<file path="config.mk">
export PLATFORM = sky130hd
export DESIGN_NAME = rx_runt_gate
export DESIGN_NICKNAME = d
export VERILOG_FILES = /design/src/rtl/rx_runt_pkg.sv /design/src/rtl/rx_runt_cfg.sv /design/src/rtl/rx_len_counter.sv /design/src/rtl/rx_gate_ctrl.sv /design/src/rtl/rx_runt_gate.sv
export SDC_FILE = /design/constraint.sdc
export NUM_CORES = 1
export LEC_CHECK = 0
export BUFFER_PORTS_ARGS = -buffer_cell sky130_fd_sc_hd__buf_2
export CAP_MARGIN = 0
export CORE_MARGIN = 4
export CORE_UTILIZATION = 50
export CTS_CLUSTER_DIAMETER = 40
export DETAILED_ROUTE_END_ITERATION = 16
export PLACE_DENSITY = 0.77
export SETUP_SLACK_MARGIN = 0.3
export SYNTH_ARGS = -nofsm -noshare
export SYNTH_HDL_FRONTEND = slang
export SYNTH_HIERARCHICAL = 1
export SYNTH_SLANG_ARGS = --single-unit
</file>
<file path="constraint.sdc">
create_clock -name clk -period 1.7 [get_ports clk]
set_input_delay 0.255 -clock clk [delete_from_list [all_inputs] [get_ports clk]]
set_output_delay 0.255 -clock clk [all_outputs]
set_load 0.005 [all_outputs]
</file>
<file path="src/rtl/rx_runt_pkg.sv">
// Package: shared constants for the receive runt filter.
// Assumes: minimum accepted frame length is 64 bytes.
package rx_runt_pkg;
    localparam int unsigned MIN_FRAME = 64;
    localparam int unsigned CNT_W     = $clog2(MIN_FRAME + 1);
    typedef logic [CNT_W-1:0] len_cnt_t;
endpackage

</file>
<file path="src/rtl/rx_runt_cfg.sv">
// Module: rx_runt_cfg
// Holds the runt-reject configuration bit. Only the hard reset clears it;
// the frame-level soft clear is deliberately not an input here.
module rx_runt_cfg (
    input  logic clk,
    input  logic rst_n,
    input  logic cfg_we,
    input  logic cfg_wdata,
    output logic rej_q
);
    // Configuration storage: loaded by write strobe, cleared by hard reset.
    always_ff @(posedge clk) begin
        if (!rst_n)      rej_q <= 1'b0;
        else if (cfg_we) rej_q <= cfg_wdata;
    end

    AST_CFG_HOLD: assert property (@(posedge clk) disable iff (!rst_n)
        !cfg_we |=> $stable(rej_q));
endmodule

</file>
<file path="src/rtl/rx_len_counter.sv">
// Module: rx_len_counter
// Per-frame byte counter. Loads 1 on a start beat, increments on accepted
// beats, saturates at MIN_LEN. Exposes next value for same-cycle decisions.
module rx_len_counter
    import rx_runt_pkg::*;
#(
    parameter int unsigned MIN_LEN = MIN_FRAME,
    localparam int unsigned CW     = $clog2(MIN_LEN + 1)
) (
    input  logic          clk,
    input  logic          rst_n,
    input  logic          clr,
    input  logic          sof_beat,
    input  logic          take_beat,
    output logic [CW-1:0] cnt_q,
    output logic [CW-1:0] cnt_nxt
);
    localparam logic [CW-1:0] LIMIT = CW'(MIN_LEN);
    localparam logic [CW-1:0] ONE   = CW'(1);

    // Next-count selection: restart, saturating increment or hold.
    always_comb begin
        if (sof_beat)                         cnt_nxt = ONE;
        else if (take_beat && cnt_q != LIMIT) cnt_nxt = cnt_q + ONE;
        else                                  cnt_nxt = cnt_q;
    end

    // Count register with hard reset and soft clear.
    always_ff @(posedge clk) begin
        if (!rst_n || clr) cnt_q <= '0;
        else               cnt_q <= cnt_nxt;
    end

    AST_CNT_SAT: assert property (@(posedge clk) disable iff (!rst_n)
        cnt_q <= LIMIT);
endmodule

</file>
<file path="src/rtl/rx_gate_ctrl.sv">
// Module: rx_gate_ctrl
// Frame tracking, mode latch, DMA-start latch and runt discard strobe.
// Assumes rx_sof/rx_eof are meaningful only with rx_valid; beats outside a
// frame (no start seen) are ignored.
module rx_gate_ctrl #(
    parameter int unsigned MIN_LEN = 64,
    parameter int unsigned WM_W    = 4,
    parameter int unsigned LVL_W   = 8,
    localparam int unsigned CW     = $clog2(MIN_LEN + 1)
) (
    input  logic             clk,
    input  logic             rst_n,
    input  logic             soft_clr,
    input  logic             rej_q,
    input  logic             full_duplex,
    input  logic [WM_W-1:0]  fifo_wmark,
    input  logic [LVL_W-1:0] fifo_level,
    input  logic             rx_valid,
    input  logic             rx_sof,
    input  logic             rx_eof,
    input  logic [CW-1:0]    cnt_q,
    input  logic [CW-1:0]    cnt_nxt,
    output logic             sof_beat,
    output logic             take_beat,
    output logic             dma_start,
    output logic             frame_drop
);
    localparam logic [CW-1:0] LIMIT = CW'(MIN_LEN);

    logic in_frame_q;
    logic strict_q;
    logic strict_eff;
    logic eof_beat;
    logic min_hit;
    logic wm_hit;
    logic dma_set;
    logic drop_d;

    // Beat qualification: start beats always count, others only inside a frame.
    always_comb begin
        sof_beat  = rx_valid && rx_sof;
        take_beat = rx_valid && (rx_sof || in_frame_q);
        eof_beat  = take_beat && rx_eof;
    end

    // Mode for the current beat: a start beat samples the new mode.
    always_comb begin
        strict_eff = sof_beat ? (rej_q && full_duplex) : strict_q;
        min_hit    = (cnt_nxt >= LIMIT);
        wm_hit     = ({{(LVL_W > WM_W ? LVL_W - WM_W : 0){1'b0}}, fifo_wmark} <= fifo_level);
    end

    // Start and discard conditions for both modes.
    always_comb begin
        if (strict_eff) begin
            dma_set = take_beat && min_hit;
            drop_d  = eof_beat && !min_hit;
        end else begin
            dma_set = (in_frame_q && wm_hit) || eof_beat;
            drop_d  = 1'b0;
        end
    end

    // Frame-in-progress flag: set by start beat, end beat wins.
    always_ff @(posedge clk) begin
        if (!rst_n || soft_clr) in_frame_q <= 1'b0;
        else if (eof_beat)      in_frame_q <= 1'b0;
        else if (sof_beat)      in_frame_q <= 1'b1;
    end

    // Mode latch, captured once per frame at its start beat.
    always_ff @(posedge clk) begin
        if (!rst_n)        strict_q <= 1'b0;
        else if (sof_beat) strict_q <= rej_q && full_duplex;
    end

    // DMA-start latch: cleared at a start beat, set wins over clear.
    always_ff @(posedge clk) begin
        if (!rst_n || soft_clr) dma_start <= 1'b0;
        else if (dma_set)       dma_start <= 1'b1;
        else if (sof_beat)      dma_start <= 1'b0;
    end

    // Discard strobe, one cycle per rejected frame.
    always_ff @(posedge clk) begin
        if (!rst_n || soft_clr) frame_drop <= 1'b0;
        else                    frame_drop <= drop_d;
    end

    AST_DROP_NO_DMA: assert property (@(posedge clk) disable iff (!rst_n)
        frame_drop |-> !dma_start);
    AST_STRICT_LEN: assert property (@(posedge clk) disable iff (!rst_n)
        ($rose(dma_start) && strict_q) |-> (cnt_q == LIMIT));
    AST_DMA_HOLD: assert property (@(posedge clk) disable iff (!rst_n)
        (dma_start && !sof_beat && !soft_clr) |=> dma_start);
    AST_SOFT_CLR: assert property (@(posedge clk) disable iff (!rst_n)
        soft_clr |=> (!dma_start && !frame_drop));
    AST_NORMAL_NO_DROP: assert property (@(posedge clk) disable iff (!rst_n)
        (!strict_eff && !soft_clr) |=> !frame_drop);
endmodule

</file>
<file path="src/rtl/rx_runt_gate.sv">
// Module: rx_runt_gate (top)
// Receive runt filter and DMA-start gate between the MAC byte stream and
// the receive FIFO / DMA request path. Assumes fifo_level is the FIFO
// occupancy as seen in the same cycle.
module rx_runt_gate
    import rx_runt_pkg::*;
#(
    parameter int unsigned MIN_LEN = MIN_FRAME,
    parameter int unsigned WM_W    = 4,
    parameter int unsigned LVL_W   = 8,
    localparam int unsigned CW     = $clog2(MIN_LEN + 1)
) (
    input  logic             clk,
    input  logic             rst_n,
    input  logic             soft_clr,
    input  logic             cfg_we,
    input  logic             cfg_runt_rej,
    input  logic             full_duplex,
    input  logic [WM_W-1:0]  fifo_wmark,
    input  logic [LVL_W-1:0] fifo_level,
    input  logic             rx_valid,
    input  logic             rx_sof,
    input  logic             rx_eof,
    output logic             dma_start,
    output logic             frame_drop
);
    logic          rej_q;
    logic          sof_beat;
    logic          take_beat;
    logic [CW-1:0] cnt_q;
    logic [CW-1:0] cnt_nxt;

    rx_runt_cfg u_cfg (
        .clk       (clk),
        .rst_n     (rst_n),
        .cfg_we    (cfg_we),
        .cfg_wdata (cfg_runt_rej),
        .rej_q     (rej_q)
    );

    rx_len_counter #(.MIN_LEN(MIN_LEN)) u_cnt (
        .clk       (clk),
        .rst_n     (rst_n),
        .clr       (soft_clr),
        .sof_beat  (sof_beat),
        .take_beat (take_beat),
        .cnt_q     (cnt_q),
        .cnt_nxt   (cnt_nxt)
    );

    rx_gate_ctrl #(.MIN_LEN(MIN_LEN), .WM_W(WM_W), .LVL_W(LVL_W)) u_ctrl (
        .clk         (clk),
        .rst_n       (rst_n),
        .soft_clr    (soft_clr),
        .rej_q       (rej_q),
        .full_duplex (full_duplex),
        .fifo_wmark  (fifo_wmark),
        .fifo_level  (fifo_level),
        .rx_valid    (rx_valid),
        .rx_sof      (rx_sof),
        .rx_eof      (rx_eof),
        .cnt_q       (cnt_q),
        .cnt_nxt     (cnt_nxt),
        .sof_beat    (sof_beat),
        .take_beat   (take_beat),
        .dma_start   (dma_start),
        .frame_drop  (frame_drop)
    );

    AST_RESET_IDLE: assert property (@(posedge clk)
        !rst_n |=> (!dma_start && !frame_drop));
endmodule

</file>
== After elaboration in Yosys (flattened, before gate mapping) ==
Cells that the tools add are included.
Operators by class
  add/sub/neg operators: 1
  $mul: 0
  div/mod/pow operators: 0
  $lt $le $gt $ge: 2
  equality and inequality tests: 1
  shift operators: 0
  mux-type cells: 6
  bitwise gates (word level): 1
  reduce and logical (&&, ||, !) cells: 16
Operator list (number)
  $mux 7: 2
  $le 4x8->1: 1
  $logic_and 1x1->1: 8
  $add 7x1->7 const B: 1
  $ge 7x7->1 const B: 1
  $ne 7x7->1 const B: 1
  $mux 1: 4
  $reduce_or 2->1: 2
  $logic_or 1x1->1: 3
  $logic_not 1->1: 2
  $reduce_bool 2->1: 1
  $not 1->1: 1
Storage, ports and cells
  register bits: 12
  latch bits: 0
  memory bits (writable): 0
  bits in read-only memories: 0
  memories: 0

== Depth between registers and ports, before layout ==
Gate-level depths: netlist of the first run.
  depth after elaboration: 9
  mapped depth: 7
  depth with buffers taken out: 6

== Modules after synthesis ==
Netlist of the first run, hierarchy kept.
Modules (own cells, without submodules)
  rx_len_counter: instances 1, cells each 57, area an instance 476.7 µm²
  rx_gate_ctrl: instances 1, cells each 36, area an instance 306.5 µm²
  rx_runt_cfg: instances 1, cells each 3, area an instance 36.3 µm²

== Least setup slack after synthesis of the first run ==
OpenSTA, ideal clock, no wires.
  kind: register to register
  from: reg u_ctrl.in_frame_q
  to: reg u_ctrl.dma_start
  arrival time: 1499 ps
  data required time: 1621 ps
  setup slack: 121 ps
  stages on the path, launching flop included: 8
  path buffers: 1
  clock period less this slack: 1579 ps
  cell sequence: dfxtp_1 > o21a_2 > buf_4 > nand4_2 > or3_1 > a21oi_1 > a221oi_1 > a211oi_2
On the way
  cells in the longest elaborated chain, start to end: 9
Ends and longest elaborated chain
  start, declared: RTL line rx_gate_ctrl.sv:30  | logic in_frame_q;
  start signal, assigned: RTL line rx_gate_ctrl.sv:66  | if (!rst_n || soft_clr) in_frame_q <= 1'b0;
  start signal, assigned: RTL line rx_gate_ctrl.sv:67  | else if (eof_beat) in_frame_q <= 1'b0;
  start signal, assigned: RTL line rx_gate_ctrl.sv:68  | else if (sof_beat) in_frame_q <= 1'b1;
  $logic_or 1x1->1 *: RTL line rx_gate_ctrl.sv:42  | take_beat = rx_valid && (rx_sof || in_frame_q);
  $logic_and 1x1->1 *: RTL line rx_gate_ctrl.sv:42
  named net take_beat: RTL line rx_runt_gate.sv:29  | logic take_beat;
  $logic_and 1x1->1 *: RTL line rx_len_counter.sv:24  | else if (take_beat && cnt_q != LIMIT) cnt_nxt = cnt_q + ONE;
  $mux 7 *: RTL line rx_len_counter.sv:24
  $mux 7 *: RTL line rx_len_counter.sv:23  | if (sof_beat) cnt_nxt = ONE;
  named net cnt_nxt[6]: RTL line rx_runt_gate.sv:31  | logic [CW-1:0] cnt_nxt;
  $ge 7x7->1 *: RTL line rx_gate_ctrl.sv:49  | min_hit = (cnt_nxt >= LIMIT);
  $logic_and 1x1->1 *: RTL line rx_gate_ctrl.sv:56  | dma_set = take_beat && min_hit;
  $mux 1 *: RTL line rx_gate_ctrl.sv:55  | if (strict_eff) begin
  $mux 1 or $reduce_bool 2->1 (tied branches)
  end signal, assigned: RTL line rx_gate_ctrl.sv:79  | if (!rst_n || soft_clr) dma_start <= 1'b0;
  end signal, assigned: RTL line rx_gate_ctrl.sv:80  | else if (dma_set) dma_start <= 1'b1;
  end signal, assigned: RTL line rx_gate_ctrl.sv:81  | else if (sof_beat) dma_start <= 1'b0;
  end, declared: RTL line rx_gate_ctrl.sv:25  | output logic dma_start,
Mark *: on every way through the listed nets, which the timed path passes. The rest lies on a longest branch.
A chain may end at the register's enable or synchronous reset.

== Worst setup path after layout of the first run ==
  from: reg u_cnt.cnt_q[0]
  to: reg u_ctrl.dma_start
On the way
  cells in the longest elaborated chain, start to end: 8
Ends and longest elaborated chain
  start, declared: RTL line rx_len_counter.sv:15  | output logic [CW-1:0] cnt_q,
  start signal, assigned: RTL line rx_len_counter.sv:31  | else cnt_q <= cnt_nxt;
  branches (longest 2 deep; another with $add 7x1->7)
  $mux 7 *: RTL line rx_len_counter.sv:24
  $mux 7 *: RTL line rx_len_counter.sv:23
  named net cnt_nxt[6]: RTL line rx_runt_gate.sv:31
  $ge 7x7->1 *: RTL line rx_gate_ctrl.sv:49
  $logic_and 1x1->1 *: RTL line rx_gate_ctrl.sv:56
  $mux 1 *: RTL line rx_gate_ctrl.sv:55
  $mux 1 or $reduce_bool 2->1 (tied branches)
Mark *: on every way through the listed nets, which the timed path passes.

==> impl_results.md, run 1 <==
- Status: complete, no violations
- CP startpoint: u_cnt/cnt_q[0]
- Crit path time final: between 1 and 1.5 ns
- WL/cell: about 13 um
- Number of I/O pins: 23
- Starting Density: 0.5602
- DRC violation total after the first TritonRoute iteration: 24
- Hold Crit Class: in -> reg
- Core Region: 1383 um^2
- Critical Path Sink: u_ctrl/dma_start
- Nets: 143
- Reg-to-reg critical path startpoint: u_cnt/cnt_q[0]
- Antenna viol nets, final: 0
- Unrepaired setup endpoints after global routing: yes
- Hold_ws: between 0.2 and 0.25 ns
- Clock share of power: 0.370
- Grt ovf: 0
- Peak supply drop: roughly 0.31 mV
- Maximum fanout along the worst path: 5
- Clk slew on worst S/H paths: approximately 0.080 ns
- DP Area: roughly 900 um^2
- Leak: 0.4326 nW
- Slew @ Worst Pin: just under 0.3 ns
- Via count: about 730
- Post-Syn Area: ~770 um^2
- Crit Path Category: reg -> reg
- CTS Buffer Depth: 2
- Mapped Nets: between 100 and 150
- Site row count: 13
- DP HPWL: 1.356 mm
- Critical Path Sink Type: flop
- Rel. slew slack: 0.8060
- Net Switching: around 0.15 mW
- Share of layout cells above drive strength 1: 0.4435
- Routed Wire Length: between 1.5 and 2 mm
- Synth Area per Inst: 8.801 um^2
- Overall Power: 0.6180 mW
- Aggregate global-route resource usage: 0.1796
- Cell count after placement: 122
- Setup violators final: 0
- R2r endpoint: u_ctrl/dma_start
- Vias per cell: roughly 5.6
- Worst setup SP type: flop
- Internal: 0.4666 mW
- Pre-CTS WS: ~0.16 ns
- Worst Path Arrival: about 1.6 ns
- N_diodes: 0
- Final TNS setup: 0 ns
- Die H: 47.36 um
- Clock skew: approximately 0.0025 ns
- CTS Hold Bufs: 0
- Vias in the first global route: approximately 720
- Residual DRC count: 0
- Die span in x: 47.36 um
- Worst-Skew Late Latency: between 0.2 and 0.3 ns
- Period utilisation layout: 0.8390
- Yosys warnings: 6
- Reg power frac: 0.468
- Power per standard cell area: 606.8 nW/um^2
- Layout overhead on the synthesized area: 31.50%
- Routability congestion estimate: 0.8048
- Worst hold stages: 3
- Initial antenna violation count: 0
- Sw Share: 0.2450
- H-tree Lvls: 1
- F_max: roughly 700 MHz
- CTS Sinks: 12
- First-pass GRT wire length: about 2.8 mm
- CTS buffer count: 3
- Slew Viols, Final: 0
- CTS tree: done
- Combinational Power Share: 0.162
- Port-buffer cells: 22
- Final Instance Area: roughly 1000 um^2
- Largest net degree at the start of global routing: 10
- Worst R2R Path Depth: 6
- Post-Syn Instances: 88
- Final non-filler cell total: 130
- R2R setup slack: 0.27 ns
- Hold Vio Cnt, Final: 0
- Area of the die: 2243 um^2
- Root Driver: clkbuf_4
- Final core occ: 0.7367
- Total of max-cap violations: 0
- PnR worst setup slack: between 0.2 and 0.3 ns
- TritonRoute pass-1 iters: 4
- Required time of the worst setup path: between 1.5 and 2 ns
[flip-flops by register name, indices dropped and copies added, names as in the netlist]
name               count
u_cnt/cnt_q            7
u_cfg/rej_q            1
u_ctrl/dma_start       1
u_ctrl/frame_drop      1
u_ctrl/in_frame_q      1
u_ctrl/strict_q        1
[cell type report]
type | count | area (um^2)
timing repair buffer | 27 | 147.6
multi-input combinational | 64 | 535.5
fill | 108 | 364.1
inverter | 8 | 30.03
clock buffer | 4 | 36.28
sequential | 12 | 250.2
tap | 15 | 18.77
[worst max-delay path: stages (launching register included)]
cell	delay [ns]
dfxtp_4	0.38
ha_4	0.15
nand2_1	0.06
or3_4	0.39
a21oi_4	0.14
a221oi_2	0.07
a211oi_2	0.15
[power by group through the flow]
stage	Clock (mW)	Sequential (mW)	Combinational, mW
finish	0.229	0.289	0.0999
global placement	0	0.298	0.0882
floorplan	0	0.297	0.0583
global route	0.264	0.290	0.111
detailed placement	0	0.298	0.0920
CTS	0.238	0.291	0.0988
[cell usage in the layout (no fill, tap or decap), types with 3 or more instances in the layout]
cell	instances
inv_1	8
clkbuf_4	3
buf_2	22
ha_1	4
a21oi_1	4
buf_4	5
dfxtp_1	8
nand2b_1	3
nor2_1	4
nand4_1	3
nand2_1	9
[per-layer routing]
layer | GRT usage | vias to the layer above | share of wire
li1 | - | 368 | -
met1 | 0.2018 | 338 | 0.44
met2 | 0.3128 | 25 | 0.49
met3 | 0.04981 | 0 | 0.064
met4 | 0.07735 | 0 | 0
met5 | 0 | - | 0
[repair_timing]
| item | in CTS | in global routing |
|---|---|---|
| endpoints found under the hold margin | 0 | 0 |
| pin swaps | 1 | 0 |
| setup endpoints to repair | 2 | 3 |
| buffers inserted | 4 | 0 |
| resized for setup | 6 | 3 |
[worst min path at each step]
stage,slack (ns),to,start
after CTS,0.23,u_ctrl/frame_drop,rx_eof
final,0.24,u_ctrl/frame_drop,rx_eof
after floorplan,0.38,u_cfg/rej_q,rst_n
after detailed placement,0.52,u_cnt/cnt_q[5],u_cnt/cnt_q[5]
after global placement,0.50,u_cnt/cnt_q[1],u_cnt/cnt_q[1]
after global routing,0.24,u_cfg/rej_q,cfg_runt_rej
(Power assumes the default switching activity.)
==> run 2, diff against run 1 <==
--- a/config.mk
+++ b/config.mk
@@ -8,10 +8,10 @@
 export BUFFER_PORTS_ARGS = -buffer_cell sky130_fd_sc_hd__buf_2
 export CAP_MARGIN = 0
 export CORE_MARGIN = 4
-export CORE_UTILIZATION = 50
+export CORE_UTILIZATION = 45
 export CTS_CLUSTER_DIAMETER = 40
 export DETAILED_ROUTE_END_ITERATION = 16
-export PLACE_DENSITY = 0.77
+export PLACE_DENSITY = 0.73
 export SETUP_SLACK_MARGIN = 0.3
 export SYNTH_ARGS = -nofsm -noshare
 export SYNTH_HDL_FRONTEND = slang
==> constraint.sdc (replaced) <==
create_clock -name clk -period 1.2 [get_ports clk]
set_input_delay 0.18 -clock clk [delete_from_list [all_inputs] [get_ports clk]]
set_output_delay 0.18 -clock clk [all_outputs]
set_load 0.005 [all_outputs]
==> run 2 against run 1 <==
  * The flow now finishes with violations (setup timing)
  * Final area rose by 26%
  * Global-route usage up 0.78 points
  * Routed wire length grew 34%
  * Critical path depth rose by 1
  * Sequential power is 43% higher
  * Setup slack got worse by 0.49 ns
  * Clock skew grew 0.0091 ns
  * Largest cell class unchanged
==> impl_results.md, run 2 (same netlist as run 1, synthesis figures left out) <==
- Grt ovf: 0
- Rel. slew slack: 0.8271
- Setup violators final: 10
- Worst-Skew Late Latency: just under 0.3 ns
- Worst Path Arrival: around 1.6 ns
- CTS Hold Bufs: 0
- Initial antenna violation count: 0
- CTS tree: done
- Starting Density: 0.4968
- Failing checks: setup timing
- Area of the die: around 2400 um^2
- Worst R2R Path Depth: 7
- Largest register FFs: 7
- Slew Viols, Final: 0
- Hold_ws: approximately 0.13 ns
- Die H: 49.49 um
- Routed Wire Length: ~2.3 mm
- Crit path time final: ~1.4 ns
- Layout overhead on the synthesized area: 65.43%
- CTS Sinks: 12
- Hold Vio Cnt, Final: 0
- Final Instance Area: ~1300 um^2
- Met2 usage: 0.3170
- Cell count after placement: ~140
- Peak supply drop: roughly 0.74 mV
- Period utilisation layout: 1.178
- Maximum fanout along the worst path: 8
- Port-buffer cells: 22
- PnR worst setup slack: -0.2138 ns
- H-tree Lvls: 1
- Crit Path Category: reg -> reg
- Antenna viol nets, final: 0
- DRC violation total after the first TritonRoute iteration: 16
- Total of max-cap violations: 0
- Routability congestion estimate: 0.7972
- Number of I/O pins: 23
- Unrepaired setup endpoints after global routing: yes
- First-pass GRT wire length: around 3.4 mm
- Die span in x: between 40 and 50 um
- F_max: slightly above 700 MHz
- Residual DRC count: 0
- GR met1 Demand/Resource: 0.2130
- Pre-CTS WS: -0.2056 ns
- CTS Buffer Depth: 2
- Commonest non-fill, non-tap cell in the layout: buf_2
- Worst setup SP type: flop
- Met3 GRT Util: 0.06627
- Aggregate global-route resource usage: 0.1875
- Vias per cell: ~5.7
- Required time of the worst setup path: around 1.4 ns
- Final TNS setup: -1.385 ns
- Leak: between 0.5 and 0.6 nW
- Root Driver: clkbuf_4
- Site row count: 14
- Via count: 865
- Power per standard cell area: about 750 nW/um^2
- N_diodes: 0
- Final non-filler cell total: roughly 150
- Most Crowded Layer GR: met2
- Vias in the first global route: between 700 and 800
- TritonRoute pass-1 iters: 4
- Commonest non-fill, non-tap cells in the layout: 22 x buf_2, 19 x buf_4, 8 x nand2_1, 8 x dfxtp_1
- Clk slew on worst S/H paths: roughly 0.09 ns
- Nets: between 150 and 200
- Slew @ Worst Pin: 0.2588 ns
- WL/cell: around 15 um
- Share of layout cells above drive strength 1: 0.6029
- Status: finished with violations
- Worst hold stages: 3
- DP Area: roughly 1000 um^2
- DP HPWL: about 1.5 mm
- Largest net degree at the start of global routing: 9
- Top reg by flops: u_cnt/cnt_q
- Critical Path Sink Type: flop
- Core Region: roughly 1600 um^2
- CTS buffer count: 3
- Hold Crit Class: in -> reg
- Clock skew: between 0.01 and 0.015 ns
==> run 2: layer usage <==
metal  routed length, um  vias to the layer above
met4                  27                        0
met5                   0                        -
met2                1206                       40
met1                 916                      404
met3                 156                        4
li1                    -                      417
==> run 2: worst max-delay path, cell delays in order (launching register included) <==
cell      delay (ns)
dfxtp_2         0.34
o21a_4          0.21
buf_4           0.13
buf_6           0.11
buf_8           0.13
and3b_1         0.16
o31a_1          0.11
a211oi_2        0.14
==> run 2: worst paths after layout <==
check | from | to | slack, ns
setup / recovery | u_ctrl/in_frame_q | u_cnt/cnt_q[0] | -0.21
hold / removal | rx_eof | u_ctrl/frame_drop | 0.13
hold reg to reg | u_cnt/cnt_q[5] | u_cnt/cnt_q[5] | 0.54
setup reg to reg | u_ctrl/in_frame_q | u_cnt/cnt_q[0] | -0.21
==> run 2: per-stage QoR <==
stage | total power, mW | utilization
2_1_floorplan | 0.5063 | -
6_report | 0.9596 | 0.8218
3_3_place_gp | 0.5737 | 0.6718
4_1_cts | 0.9398 | 0.7793
5_1_grt | 0.9976 | 0.8218
3_5_place_dp | 0.5812 | 0.6718
==> run 2: layout make-up <==
cell class	count	area, um^2
Multi-Input combinational cell	64	606.8
Timing Repair Buffer	48	335.3
Fill cell	84	277.8
Sequential cell	12	247.7
Clock buffer	4	36.28
Inverter	8	35.03
Tap cell	16	20.02
==> run 2: power breakdown <==
| group | switching, mW | leakage [nW] | internal, mW |
|---|---|---|---|
| clock | 0.159 | 0.0210 | 0.185 |
| combinational | 0.0915 | 0.439 | 0.112 |
| sequential | 0.00703 | 0.0992 | 0.405 |
==> run 2: what timing repair did <==
action,CTS,global route
endpoints found under the hold margin,0,0
pin swaps,4,4
endpoints found under the setup margin,12,13
gates resized for setup,16,10
buffers inserted,7,3
